==> config.mk <==
export PLATFORM = sky130hd
export DESIGN_NAME = toggleDivider
export DESIGN_NICKNAME = d
export VERILOG_FILES = /design/src/rtl/divPkg.sv /design/src/rtl/divCore.sv /design/src/rtl/divCtrl.sv /design/src/rtl/divData.sv /design/src/rtl/toggleDivider.sv
export SDC_FILE = /design/constraint.sdc
export NUM_CORES = 2
export LEC_CHECK = 0
export BUFFER_PORTS_ARGS = -buffer_cell sky130_fd_sc_hd__buf_2
export CAP_MARGIN = 0
export CORE_MARGIN = 10
export CORE_UTILIZATION = 37
export CTS_BUF_LIST = sky130_fd_sc_hd__clkbuf_16
export CTS_CLUSTER_DIAMETER = 60
export CTS_CLUSTER_SIZE = 8
export DETAILED_ROUTE_END_ITERATION = 16
export SYNTH_ARGS = -nofsm -noshare
export SYNTH_HDL_FRONTEND = slang
export SYNTH_SLANG_ARGS = --single-unit
==> constraint.sdc <==
create_clock -name clk -period 174.4 [get_ports clk]
set_input_delay 17.44 -clock clk [delete_from_list [all_inputs] [get_ports clk]]
set_output_delay 17.44 -clock clk [all_outputs]
set_load 0.005 [all_outputs]
==> src/rtl/divPkg.sv <==
`timescale 1ns/1ps
package divPkg;
  // Strobes passed from the handshake control to the arithmetic datapath.
  typedef struct packed {
    logic accept;    // a request is taken on this edge
    logic writeRes;  // results are written on this edge
  } divStrobe_t;
endpackage

==> src/rtl/divCore.sv <==
`timescale 1ns/1ps
// Combinational signed divide built from a magnitude divide and sign repair.
module divCore #(
  parameter int W = 32
) (
  input  logic [W-1:0] numIn,
  input  logic [W-1:0] denIn,
  output logic [W-1:0] quoOut,
  output logic [W-1:0] remOut
);
  localparam logic [W-1:0] ZERO = '0;
  localparam logic [W-1:0] ONE  = {{(W-1){1'b0}}, 1'b1};

  logic          numNeg;
  logic          denNeg;
  logic          denZero;
  logic [W-1:0]  numMag;
  logic [W-1:0]  denMag;
  logic [W-1:0]  denSafe;
  logic [W-1:0]  quoMag;
  logic [W-1:0]  remMag;

  always_comb begin
    numNeg  = numIn[W-1];
    denNeg  = denIn[W-1];
    denZero = (denIn == ZERO);

    // The magnitude of the most negative value, 2^(W-1), still fits in W unsigned bits.
    numMag  = numNeg ? (ZERO - numIn) : numIn;
    denMag  = denNeg ? (ZERO - denIn) : denIn;

    // Divide by 1 instead of 0 so the unsigned divider never sees a zero divisor.
    denSafe = denZero ? ONE : denMag;
    quoMag  = numMag / denSafe;
    remMag  = numMag % denSafe;

    if (denZero) begin
      quoOut = ZERO;
      remOut = numIn;
    end else begin
      quoOut = (numNeg ^ denNeg) ? (ZERO - quoMag) : quoMag;
      remOut = numNeg ? (ZERO - remMag) : remMag;
    end
  end
endmodule

==> src/rtl/divCtrl.sv <==
`timescale 1ns/1ps
// Toggle handshake: a request is pending while ackEn differs from reqEn.
module divCtrl
  import divPkg::*;
(
  input  logic       clk,
  input  logic       rst,
  input  logic       reqEn,
  output logic       ackEn,
  output logic       done,
  output divStrobe_t strobe
);
  logic ackQ;
  logic doneQ;

  always_comb begin
    strobe.accept   = !doneQ && (ackQ != reqEn);
    strobe.writeRes = doneQ;
  end

  always_ff @(posedge clk) begin
    if (rst) begin
      ackQ  <= 1'b0;
      doneQ <= 1'b0;
    end else if (strobe.accept) begin
      ackQ  <= reqEn;
      doneQ <= 1'b1;
    end else if (strobe.writeRes) begin
      doneQ <= 1'b0;
    end
  end

  assign ackEn = ackQ;
  assign done  = doneQ;


  reset_clear_chk: assert property (@(posedge clk) rst |=> (!ackEn && !done));


  idle_hold_chk: assert property (@(posedge clk) disable iff (rst)
    (ackEn == reqEn && !done) |=> ($stable(ackEn) && !done));


  accept_chk: assert property (@(posedge clk) disable iff (rst)
    (ackEn != reqEn && !done) |=> (done && ackEn == $past(reqEn)));


  ack_hold_chk: assert property (@(posedge clk) disable iff (rst)
    done |=> $stable(ackEn));


  done_pulse_chk: assert property (@(posedge clk) disable iff (rst)
    done |=> !done);
endmodule

==> src/rtl/divData.sv <==
`timescale 1ns/1ps
// Result registers. They load only on the write strobe, from the operands of that cycle.
module divData
  import divPkg::*;
#(
  parameter int W = 32
) (
  input  logic         clk,
  input  logic         rst,
  input  divStrobe_t   strobe,
  input  logic [W-1:0] dividend,
  input  logic [W-1:0] divisor,
  output logic [W-1:0] quotient,
  output logic [W-1:0] remainder
);
  localparam logic [W-1:0] MIN_VAL = {1'b1, {(W-1){1'b0}}};
  localparam logic [W-1:0] NEG_ONE = '1;

  logic [W-1:0] quoNext;
  logic [W-1:0] remNext;

  divCore #(.W(W)) uCore (
    .numIn (dividend),
    .denIn (divisor),
    .quoOut(quoNext),
    .remOut(remNext)
  );

  always_ff @(posedge clk) begin
    if (rst) begin
      quotient  <= '0;
      remainder <= '0;
    end else if (strobe.writeRes) begin
      quotient  <= quoNext;
      remainder <= remNext;
    end
  end


  reset_result_chk: assert property (@(posedge clk) rst |=> (quotient == '0 && remainder == '0));


  result_hold_chk: assert property (@(posedge clk) disable iff (rst)
    !strobe.writeRes |=> ($stable(quotient) && $stable(remainder)));


  div_identity_chk: assert property (@(posedge clk) disable iff (rst)
    (strobe.writeRes && divisor != '0) |=>
      ((quotient * $past(divisor) + remainder) == $past(dividend)));


  rem_sign_chk: assert property (@(posedge clk) disable iff (rst)
    (strobe.writeRes && divisor != '0) |=>
      (remainder == '0 || remainder[W-1] == $past(dividend[W-1])));


  zero_div_chk: assert property (@(posedge clk) disable iff (rst)
    (strobe.writeRes && divisor == '0) |=>
      (quotient == '0 && remainder == $past(dividend)));


  min_neg_chk: assert property (@(posedge clk) disable iff (rst)
    (strobe.writeRes && dividend == MIN_VAL && divisor == NEG_ONE) |=>
      (quotient == MIN_VAL && remainder == '0));
endmodule

==> src/rtl/toggleDivider.sv <==
`timescale 1ns/1ps
module toggleDivider
  import divPkg::*;
#(
  parameter int W = 32
) (
  input  logic         clk,
  input  logic         rst,
  input  logic         reqEn,
  input  logic [W-1:0] dividend,
  input  logic [W-1:0] divisor,
  output logic [W-1:0] quotient,
  output logic [W-1:0] remainder,
  output logic         done,
  output logic         ackEn
);
  divStrobe_t strobe;

  divCtrl uCtrl (
    .clk   (clk),
    .rst   (rst),
    .reqEn (reqEn),
    .ackEn (ackEn),
    .done  (done),
    .strobe(strobe)
  );

  divData #(.W(W)) uData (
    .clk      (clk),
    .rst      (rst),
    .strobe   (strobe),
    .dividend (dividend),
    .divisor  (divisor),
    .quotient (quotient),
    .remainder(remainder)
  );
endmodule

Yosys cells after proc, flatten, opt, wreduce, memory -nomap -nowiden
Cells that the tools add are included.
{"block": "totals", "ff_bits": 66, "input_bits": 67}
{"block": "op_classes", "n_addsub": 4, "div": 2, "eq_ne": 1, "mux": 8, "bitwise": 1, "reduce_logical": 3}
{"operator": "$mux W32", "n": 7}
{"operator": "$sub A1 B32 Y32 const A", "n": 4}
{"operator": "$div A32 B32 Y32", "n": 1}
{"operator": "$logic_not A32 Y1", "n": 1}
{"operator": "$mod A32 B32 Y32", "n": 1}
{"operator": "$logic_and A1 B1 Y1", "n": 1}
{"operator": "$logic_not A1 Y1", "n": 1}
{"operator": "$mux W1", "n": 1}
{"operator": "$ne A1 B1 Y1", "n": 1}
{"operator": "$xor A1 B1 Y1", "n": 1}

Logic depth before layout (Yosys ltp)
{"block": "depth", "word_depth": 7, "mapped_depth": 380}

Cells and area by module
From an unflattened synthesis, not the netlist that was laid out.
{"block": "hier_totals", "cells_unflattened": 5750, "area_unflattened_um2": 38819.7}
{"mod": "divCore", "instances": 1, "cells_each": 5536, "area_each_um2": 36445.0, "seq_area_each_um2": 0.0}
{"mod": "divData", "instances": 1, "cells_each": 206, "area_each_um2": 2290.9, "seq_area_each_um2": 1281.2}
{"mod": "divCtrl", "instances": 1, "cells_each": 8, "area_each_um2": 83.8, "seq_area_each_um2": 40.0}

Worst setup path before layout
No wires, ideal clock.
{"block": "synth_path", "path_type": "input port to flip-flop", "from": "in divisor[3]", "to": "reg uData.remainder[30]", "setup_time_ps": 86, "arrival_ps": 95238, "t_required_ps": 174314, "slack_ps": 79076, "stages": 344, "path_buffers": 58, "path_cell_list": "buf_2 -> or4_4 -> buf_6 -> o41ai_1 -> xor2_1 -> nand4_1 -> nor2_1 -> nand3_1 -> nor2_1 -> nand2_1 -> a21o_1 -> ha_1 -> o21a_1 -> nor2_1 -> nor4b_1 -> inv_1 -> o31a_1 -> a31oi_1 -> [... 308 more ...] -> a2111oi_0 -> a21boi_0 -> o21a_1 -> o21ai_0 -> a21oi_1 -> nand2_1 -> nor2_1 -> o211ai_1 -> a221oi_1 -> nor2b_1 -> o21ai_2 -> or3_4 -> or3_1 -> or2_1 -> o31ai_2 -> xnor2_1 -> mux2i_1 -> a211oi_1"}
{"block": "synth_between", "elab_chain_cells": 7}
{"item": "start, declared", "line_no": "toggleDivider.sv:11", "rtl": "input logic [W-1:0] divisor,"}
{"item": "$sub A1 B32 Y32", "line_no": "divCore.sv:30", "rtl": "denMag = denNeg ? (ZERO - denIn) : denIn;"}
{"item": "$mux W32", "line_no": "divCore.sv:30"}
{"item": "$mux W32", "line_no": "divCore.sv:33", "rtl": "denSafe = denZero ? ONE : denMag;"}
{"item": "$mod A32 B32 Y32", "line_no": "divCore.sv:35", "rtl": "remMag = numMag % denSafe;"}
{"item": "$sub A1 B32 Y32", "line_no": "divCore.sv:42", "rtl": "remOut = numNeg ? (ZERO - remMag) : remMag;"}
{"item": "$mux W32", "line_no": "divCore.sv:42"}
{"item": "$mux W32 (*)", "line_no": "divCore.sv:37", "rtl": "if (denZero) begin"}
{"item": "end signal, assigned", "line_no": "divData.sv:35", "rtl": "remainder <= remNext;"}
{"item": "end, declared", "line_no": "divData.sv:14", "rtl": "output logic [W-1:0] remainder"}
Every way passes the cells marked *; elsewhere a longest branch is shown, timed or not.
A chain may end at the register's enable or synchronous reset.

Worst setup path after layout
{"block": "layout_path", "from": "in divisor[3]", "to": "reg uData.remainder[27]"}
The elaborated chain is that of the path after synthesis.

==> results.txt <==
----------------------------------------------------
[Power and ir drop]
  Int Pwr ... 0.0001901 W
  Clock power share ... 4.5%
  Leakage ... 17.52 nW
  Sw frac ... 60.16%
  Pwr dens ... 11.77 nW/um2
  Part of the total power dissipated in sequential elements ... 4.2%
  Peak supply drop ... 0.01385 mV
  Switching power summed over all nets ... 0.0002871 W
  Combinational share of power ... 91.3%

[Clock tree]
  Number of cells upsized or downsized after cts ... 0
  Num CTS Buffers ... 9
  Clock tree from TritonCTS ... built
  Post-CTS clock slew at the launch and capture registers of the worst setup and hold paths ... 0.07 ns
  CTS Sinks ... 66
  Clock Path Buffers ... 2
  Cts hold-fix bufs ... 0
  Clock Root Buffer ... sky130_fd_sc_hd__clkbuf_16
  Clock insertion delay at the later pin of the skew report ... 0.39 ns
  H-tree depth ... 3
  Buffers inserted during post-CTS setup optimization ... 0

[Detailed routing]
  Routed Antenna Nets ... 0
  Number of DRC markers in iteration 0 ... 6,267
  Number of vias after detailed routing ... 46,090
  Vias per std cell ... 6.545
  Wire length per cell after detailed routing ... 26.97 um
  # DRC ... 0
  Number of detailed-routing iterations run before antenna repair ... 8
  Aggregate routed wire length ... 189.9 mm

[Timing]
  Final clock period utilization by the worst path ... 65.56%
  Final count of negative-setup-slack endpoints ... 0
  Period minus WS final ... 114.33 ns
  Slew headroom ... 12.97%
  Fmax achieved ... 0.008747 GHz
  Final Hold Fails ... 0
  Measured slew at the worst slew-check pin ... 1.293 ns
  Post-route clock skew ... 0.01156 ns
  Slew Viols, Final ... 0
  Sum of negative setup slack ... 0 ns
  Smallest hold slack ... 0.4476 ns
  RSZ-0062 raised after global routing ... false

[Finish]
  Area added between synthesis and finish ... 7.768%
  Fill cell count ... 10,760
  Final standard cell utilization of the core ... 40.37%
  Share of post-route cells with drive strength above 1 ... 8.504%
  Final design instance area without fill ... 40,550 um2
  Final Instance Count excl. Fillers ... 7,042
  Count of nets after finishing ... 6,276

[Setup path]
  Critical Path AT ... 114.62 ns
  Critical Path Sink Type ... register
  Crit-path slowest cell ... sky130_fd_sc_hd__nor3_2
  Timing startpoint of the critical path ... divisor[3]
  Origin of the critical flop-to-flop path ... uCtrl.done
  Maximum fanout encountered on the critical timing path ... 63
  Library cell appearing most often on the critical path ... sky130_fd_sc_hd__ha_1
  Kind of launch point of the worst setup path ... primary input
  Category of the most critical setup path ... in2reg
  Critical path data required time ... 174.69 ns
  Buffer and inverter count on the worst path ... 25
  Gate family responsible for the most delay along the worst path ... compound AO/OA/AOI/OAI gates
  Longest individual stage delay on the worst path ... 1.01 ns

[Die]
  Initial Utilization ... 37.46%
  Area of the die ... 114,900 um2
  Standard-cell rows ... 116
  Die height ... 338.9 um
  I/O pin count ... 133
  Core ar. ... 100,400 um2
  Horizontal die dimension ... 338.9 um

[Global routing]
  Pin count of the biggest net entering global routing ... 64
  Number of global-route vias before repair ... 42,250
  Initial antenna violation count ... 8
  GRT Resource Usage Total ... 30.94%
  Global-route wire length before repair ... 276.7 mm
  Global route overflow ... 0

[Yosys]
  Synthesized area divided by synthesized cell count ... 6.681 um2
  Gate Count Post-Synth ... 5,632
  Top flip-flop cell by instance count after synthesis ... sky130_fd_sc_hd__dfxtp_1
  Share of the synthesized area in the top cell type ... 17.72%
  Post-synth top area cell ... sky130_fd_sc_hd__ha_1
  Leading post-synthesis cells by cell area ... sky130_fd_sc_hd__ha_1 (18%), sky130_fd_sc_hd__xnor2_1 (7.5%), sky130_fd_sc_hd__nor2_1 (6.6%), sky130_fd_sc_hd__a21oi_1 (6.6%), sky130_fd_sc_hd__nand2_1 (6.1%)
  Number of flops mapped to enable cells by yosys ... 0
  Syn Std Cell Area ... 37,630 um2
  Synthesized flop and latch total ... 66
  Proportion of synthesized flip-flops having asynchronous set or reset ... 0%
  Number of warnings printed during yosys synthesis ... 0
  Synthesized net count ... 6,233
  Number of distinct standard cells referenced by the synthesized netlist ... 117
  Sequential share of the synthesized area ... 3.511%

[Hold path]
  Hold path startpoint ... uData.quotient[17]
  Hold crit path type ... reg2reg

[Placed design]
  Number of input and output port buffers inserted ... 132
  Sum of net half-perimeters after detailed placement ... 151.1 mm
  Placed cell count ... 7,020
  Final weighted congestion in routability-driven placement ... 1.073
  Cell area reported after detailed placement ... 40,210 um2

[Outcome]
  Status ... finished, final reports clean

[Job]
  Maximum capacitance violations ... 0

----------------------------------------------------
[worst reg2reg max path, stage by stage (launching register included)]
cell,delay (ns)
sky130_fd_sc_hd__dfxtp_2,0.31
sky130_fd_sc_hd__buf_4,0.51
sky130_fd_sc_hd__clkinv_1,0.46
sky130_fd_sc_hd__or3_1,0.51
sky130_fd_sc_hd__buf_4,0.30
sky130_fd_sc_hd__a21oi_1,0.38
sky130_fd_sc_hd__a21o_1,0.12
[sequential cells by signal, summed over array words and instances (netlist names)]
register,count
uCtrl.ackEn,1
uCtrl.done,1
uData.remainder,32
uData.quotient,32
[cells in the final DEF, fill, tap and decap left out, drive strengths merged, types with 29 or more instances in the layout]
cell type	count
nor2	666
nand2	610
ha	533
a21oi	493
o21ai	381
xnor2	322
buf	251
nor3	186
xor2	181
inv	176
a21o	159
nand3	151
o21a	133
a31oi	95
nand4	95
or3	79
o211ai	72
o31ai	70
dfxtp	66
nand2b	63
a211oi	62
o21bai	54
nor4	53
or2	52
and3	48
nor2b	42
mux2	37
and2	37
o22ai	34
mux2i	29
[per-stage QoR]
| step | power [W] | setup slack, ns |
|---|---|---|
| floorplan | 0.0003197 | 79.08 |
| global placement | 0.0004397 | 64.20 |
| detailed placement | 0.0004390 | 62.88 |
| CTS | 0.0004631 | 62.80 |
| global route | 0.0005106 | 55.02 |
| finish | 0.0004771 | 60.07 |
[cell families (layout without fill, tap and decap cells)]
| kind of cell | Yosys count | after routing | share of synthesized area [%] |
|---|---|---|---|
| adders and majority gates | 534 | 534 | 17.78 |
| buffers and inverters | 398 | 446 | 4.316 |
| muxes | 66 | 66 | 1.922 |
| AOI/OAI and AO/OA | 1895 | 1895 | 33.30 |
| and+or+nand+nor | 2170 | 2170 | 27.42 |
| DFF | 66 | 66 | 3.511 |
| other | 0 | 5 | 0 |
| xor gates and xnor gates | 503 | 503 | 11.75 |
[per-layer routing]
metal  track usage [%]  part of all wire, %
met5                 0                0.023
met4             17.15                  6.6
met3             6.997                   12
met2             45.41                   40
met1             41.21                   41
[final cells by class]
class	count	area (um2)	share of cell area [%]
clock buffer	9	225.2	0.5554
tap	1357	1698	4.187
antenna	5	12.51	0.03086
sequential	66	1323	3.261
inverter	179	671.9	1.657
multi-input combinational	5168	34970	86.24
timing repair buffer	251	1554	3.832
clock inverter	7	93.84	0.2314
[power by group through the flow]
stage	clock, W	combinational, W	sequential [W]
floorplan	0	0.000299	0.0000203
global placement	0	0.000419	0.0000204
detailed placement	0	0.000419	0.0000204
CTS	0.0000215	0.000421	0.0000201
global route	0.0000219	0.000468	0.0000205
finish	0.0000214	0.000436	0.0000201
[synth_stat cells (15+ instances only)]
library cell               instances
sky130_fd_sc_hd__inv_1           175
sky130_fd_sc_hd__and4_1           20
sky130_fd_sc_hd__buf_2            32
sky130_fd_sc_hd__mux2_2           37
sky130_fd_sc_hd__xnor2_1         321
sky130_fd_sc_hd__mux2i_1          27
sky130_fd_sc_hd__a22oi_1          18
sky130_fd_sc_hd__nor2_1          660
sky130_fd_sc_hd__o21bai_1         54
sky130_fd_sc_hd__o21a_1          132
sky130_fd_sc_hd__xor2_1          180
sky130_fd_sc_hd__a21oi_1         493
sky130_fd_sc_hd__nor3_1          181
sky130_fd_sc_hd__and2_1           34
sky130_fd_sc_hd__nand4_1          92
sky130_fd_sc_hd__a211o_1          28
sky130_fd_sc_hd__clkbuf_1        136
sky130_fd_sc_hd__nand2_1         610
sky130_fd_sc_hd__and3_1           48
sky130_fd_sc_hd__a21o_1          159
sky130_fd_sc_hd__or3_1            76
sky130_fd_sc_hd__nand3_1         149
sky130_fd_sc_hd__a311oi_1         27
sky130_fd_sc_hd__a31o_2           15
sky130_fd_sc_hd__o211ai_1         71
sky130_fd_sc_hd__o211a_1          15
sky130_fd_sc_hd__nand2b_1         63
sky130_fd_sc_hd__dfxtp_1          66
sky130_fd_sc_hd__or2_2            47
sky130_fd_sc_hd__nor2b_1          42
sky130_fd_sc_hd__o31a_1           18
sky130_fd_sc_hd__nor4_1           47
sky130_fd_sc_hd__o31ai_1          64
sky130_fd_sc_hd__a211oi_1         60
sky130_fd_sc_hd__a31oi_1          95
sky130_fd_sc_hd__o21ai_0         355
sky130_fd_sc_hd__buf_1            30
sky130_fd_sc_hd__ha_1            533
sky130_fd_sc_hd__buf_4            18
sky130_fd_sc_hd__o21ai_1          25
sky130_fd_sc_hd__or4_1            22
sky130_fd_sc_hd__a221oi_1         16
sky130_fd_sc_hd__o22ai_1          32
sky130_fd_sc_hd__a21boi_0         24
[final timing paths]
path / to / depth (start not counted) / slack (ns)
min: uData.quotient[17] / 2 / 0.45
max reg2reg: uData.quotient[31] / 6 / 171.75
min reg2reg: uData.quotient[17] / 2 / 0.45
max: uData.remainder[27] / 325 / 60.07
No activity file was read; power rests on OpenSTA's default activity.
